$ cat config.mk
export PLATFORM = sky130hd
export DESIGN_NAME = pin_edge_irq
export DESIGN_NICKNAME = d
export VERILOG_FILES = /design/src/rtl/pin_edge_irq.sv
export SDC_FILE = /design/constraint.sdc
export NUM_CORES = 1
export LEC_CHECK = 0
export BUFFER_PORTS_ARGS = -buffer_cell sky130_fd_sc_hd__buf_2
export CORE_MARGIN = 2
export CORE_UTILIZATION = 45
export CTS_BUF_LIST = sky130_fd_sc_hd__clkbuf_4 sky130_fd_sc_hd__clkbuf_8
export DETAILED_ROUTE_END_ITERATION = 7
export PLACE_DENSITY = 0.69
export SLEW_MARGIN = 20
export SYNTH_ARGS = -nofsm -noshare
export SYNTH_HDL_FRONTEND = slang
export SYNTH_SLANG_ARGS = --single-unit
export TNS_END_PERCENT = 5
$ cat constraint.sdc
create_clock -name clk -period 1.9 [get_ports clk]
set_input_delay 0.095 -clock clk [delete_from_list [all_inputs] [get_ports clk]]
set_output_delay 0.095 -clock clk [all_outputs]
set_load 0.02 [all_outputs]
$ cat src/rtl/pin_edge_irq.sv
module pin_edge_irq #(
  parameter int NPORTS = 4
) (
  input  logic                   clk,
  input  logic                   rst_n,
  input  logic [NPORTS*16-1:0]   pin_in,
  input  logic                   bus_we,
  input  logic [2:0]             bus_addr,
  input  logic [31:0]            bus_wdata,
  output logic [31:0]            bus_rdata,
  output logic [4:0]             irq_line,
  output logic                   irq_grp_a,
  output logic                   irq_grp_b
);
  localparam int NL = 16;
  localparam int SW = (NPORTS > 1) ? $clog2(NPORTS) : 1;
  localparam int FW = 4;

  logic [NPORTS*NL-1:0] s1_q, s2_q;
  logic [NL-1:0] rise_q, fall_q, ien_q, pend_q, prev_q;
  logic [NL-1:0] cur, nxt, clr, act;
  logic [SW-1:0] sel_q [NL];
  logic [SW-1:0] sel_d [NL];
  logic [2*NL*FW/2-1:0] sel_pack;

  always_ff @(posedge clk or negedge rst_n)
    if (!rst_n) begin
      s1_q <= '0;
      s2_q <= '0;
    end else begin
      s1_q <= pin_in;
      s2_q <= s1_q;
    end

  for (genvar n = 0; n < NL; n++) begin : g_line
    localparam logic [2:0] SEL_ADDR = 3'(4 + n / 8);
    localparam int FLO = FW * (n % 8);
    logic cur_b, nxt_b;

    always_comb begin
      sel_d[n] = sel_q[n];
      if (bus_we && bus_addr == SEL_ADDR) sel_d[n] = bus_wdata[FLO +: SW];
    end

    always_comb begin
      cur_b = 1'b0;
      nxt_b = 1'b0;
      for (int p = 0; p < NPORTS; p++) begin
        if (sel_q[n] == SW'(p)) cur_b = s2_q[p*NL+n];
        if (sel_d[n] == SW'(p)) nxt_b = s2_q[p*NL+n];
      end
    end

    assign cur[n] = cur_b;
    assign nxt[n] = nxt_b;

    always_ff @(posedge clk or negedge rst_n)
      if (!rst_n) sel_q[n] <= '0;
      else        sel_q[n] <= sel_d[n];
  end

  assign clr = (bus_we && bus_addr == 3'd3) ? bus_wdata[NL-1:0] : '0;

  always_ff @(posedge clk or negedge rst_n)
    if (!rst_n) begin
      rise_q <= '0;
      fall_q <= '0;
      ien_q  <= '0;
      pend_q <= '0;
      prev_q <= '0;
    end else begin
      prev_q <= nxt;
      pend_q <= (pend_q & ~clr) | (cur & ~prev_q & rise_q) | (~cur & prev_q & fall_q);
      if (bus_we) begin
        case (bus_addr)
          3'd0: rise_q <= bus_wdata[NL-1:0];
          3'd1: fall_q <= bus_wdata[NL-1:0];
          3'd2: ien_q  <= bus_wdata[NL-1:0];
          default: ;
        endcase
      end
    end

  always_comb begin
    sel_pack = '0;
    for (int n = 0; n < NL; n++) sel_pack[FW*n +: SW] = sel_q[n];
  end

  always_comb
    case (bus_addr)
      3'd0:    bus_rdata = 32'(rise_q);
      3'd1:    bus_rdata = 32'(fall_q);
      3'd2:    bus_rdata = 32'(ien_q);
      3'd3:    bus_rdata = 32'(pend_q);
      3'd4:    bus_rdata = sel_pack[31:0];
      3'd5:    bus_rdata = sel_pack[63:32];
      default: bus_rdata = '0;
    endcase

  assign act       = pend_q & ien_q;
  assign irq_line  = act[4:0];
  assign irq_grp_a = |act[9:5];
  assign irq_grp_b = |act[15:10];
endmodule

==> metrics.cfg <==
[outcome]
status=complete, no violations

[sta]
slew_viol_final=0
fin_skew_ns=0.0163
slew_headroom=0.642
min_period_ns=1.89
worst_slew_pin_slew_ns=0.536
fin_crit_sh=0.994
holdWs_ns=0.114
setup_viol=0
grt_setup_unrepaired=true
hold_viol=0
fmax_mhz=529

[yosys]
synth_seq_cells=240
ys_types=33
ys_top_cells_by_count=dfrtp_1, mux2_2, nand2_1, mux4_2
avgSynthCellArea_um2=16.2
yosysTopAreaCell=dfrtp_1
ys_async_sr_fraction=1.00
yosysMostFrequentCell=dfrtp_1
synthCells=565
synth_edf_count=0
synth_warnings=0
synth_ff_type=dfrtp_1
syn-cell-area_mm2=0.00917
yosysTopAreaCellShare=0.655
seq_area_frac_synth=0.655
synthTopCellsByArea=dfrtp_1, mux2_2, mux4_2, nand2_1, a221o_1

[clock_network]
cts.sinks=240
cts_made_buffers=39
cts_root_buffer=clkbuf_8
insertion_delay_ns=0.52
h-tree-depth=2
cts_tree=built
clockBufferDepth=3
clk_pin_slew_ns=0.06

[drt]
wl_per_cell_um=18.4
drc_errors=0
drt-initial-drc-count=284
ant_nets=0
routed_wirelength_um=20700
first_pass_iters=4
vias=5751
viasPerCell=5.12

[power_and_ir_drop]
leakage_nw=5.33
p_per_area_mw_per_mm2=1100
vdd_drop_max_uv=761

[grt]
grt_pass1_wl_um=33300
grt_antenna_before_repair=0
grt-ovfl-total=0
grt_max_degree=71
track_usage=0.198
grt_pass1_vias=6474

[cells_and_area]
syn_to_final_growth_pct=31.1
finalInstanceArea_mm2=0.0120
fillers=1545
fin_nets=928
drive_above_1_share=0.427
multi_input_area_mm2=0.00304
seq_area_mm2=0.00601

[placement]
place_area_mm2=0.0102
gp_congestion=0.828
numPortBuffers=124
dpl.hpwl_um=13600

[critical_path]
slowest_delay_ns=0.51
critPathMaxFanout=3
path_cells=a222oi_1 > nand2_1 > buf_6
cp.required_ns=1.80
crit_family=compound AO/OA/AOI/OAI gates
crit_slowest_cell=a222oi_1
end_kind=output pin
crit_buf_inv=1
timing.setup.critical_path_class=reg -> out
arrival_ns=1.79
worstSetupStartpointType=register

[floorplan]
start_util=0.456
num_io_pins=141
die_y_um=147
die_x_um=147
core_mm2=0.0201
die_area_mm2=0.0215
fp-row-count=52

[min_path]
hold_class=in -> reg

[run]
cap_violations=0

routing by layer:
layer,global-route usage,vias up,wire [µm]
met2,0.335,163,10500
met3,0.0491,35,1220
li1,-,2575,-
met1,0.248,2978,8530
met5,0,-,0
met4,0.0752,0,433
cell usage in the layout, fill, tap and decap left out, types with 8 or more instances in the layout:
cell / synthesis / final
dfrtp_1: 240 / 240
buf_2: 5 / 121
mux2_2: 90 / 90
dlygate4sd3_1: 0 / 89
clkbuf_8: 0 / 48
nand2_1: 47 / 47
mux4_2: 40 / 40
nor2b_1: 25 / 25
nor2_1: 25 / 25
buf_4: 12 / 23
a221o_1: 16 / 16
clkbuf_4: 0 / 13
mux2i_1: 10 / 10
conb_1: 1 / 8
worst min-delay path, cell delays in order:
cell and delay (ns):
buf_2 0.14, nand2_1 0.08, nor3_2 0.07, mux2_2 0.22
state kept, by name, summed over array words and instances (netlist names):
signal	count
fall_q	16
ien_q	16
pend_q	16
prev_q	16
rise_q	16
s1_q	64
s2_q	64
sel_pack	32
cell type report:
type	instances	area share
sequential	240	0.500
multi-input combinational	303	0.253
timing repair buffer	241	0.151
clock buffer	61	0.0631
tap	270	0.0281
clock inverter	7	0.00500
inverter	1	0.000312
antenna	1	0.000208
through the flow:
stage	util	setup WS [ns]	power [W]	instances	TNS, ns
final	0.598	0.0107	0.0132	1124	0
after global routing	0.598	-0.0375	0.0139	1123	-0.0981
after CTS	0.595	-0.0289	0.0133	1122	-0.0531
after detailed placement	0.509	0.150	0.00850	963	0
after global placement	0.509	0.163	0.00837	963	0
after floorplan	-	0.385	0.00771	572	0
power breakdown:
group	internal (W)	total (W)	switching [W]
sequential	0.00580	0.00634	0.000533
clock	0.00267	0.00459	0.00192
combinational	0.00131	0.00228	0.000969
kinds of logic (layout without fill, tap and decap cells):
kind of cell | count (synthesis) | after routing | synth area share
AOI/OAI and AO/OA | 39 | 39 | 0.0366
buffers and inverters | 29 | 310 | 0.0207
DFF | 240 | 240 | 0.655
muxes | 144 | 144 | 0.226
other | 1 | 9 | 0.000409
and+or+nand+nor | 112 | 112 | 0.0610
repair_timing:
action	CTS	global route
setup buffers	2	1
hold buffers	89	0
gates resized for setup	2	7
pin swaps	2	0
setup endpoints to repair	2	8
hold endpoints to repair	392	0
worst paths after layout:
kind                               from    endpoint  slack (ns)  depth (start not counted)
max                            ien_q[8]   irq_grp_a        0.01                          3
min                              bus_we   fall_q[5]        0.11                          4
max reg2reg                sel_pack[48]  pend_q[12]        0.46                          2
min reg2reg                    s1_q[36]    s2_q[36]        0.34                          0
max in group asynchronous         rst_n   ien_q[12]        1.14                          3
min in group asynchronous         rst_n    s1_q[55]        0.12                          2
(Power assumes the default switching activity.)
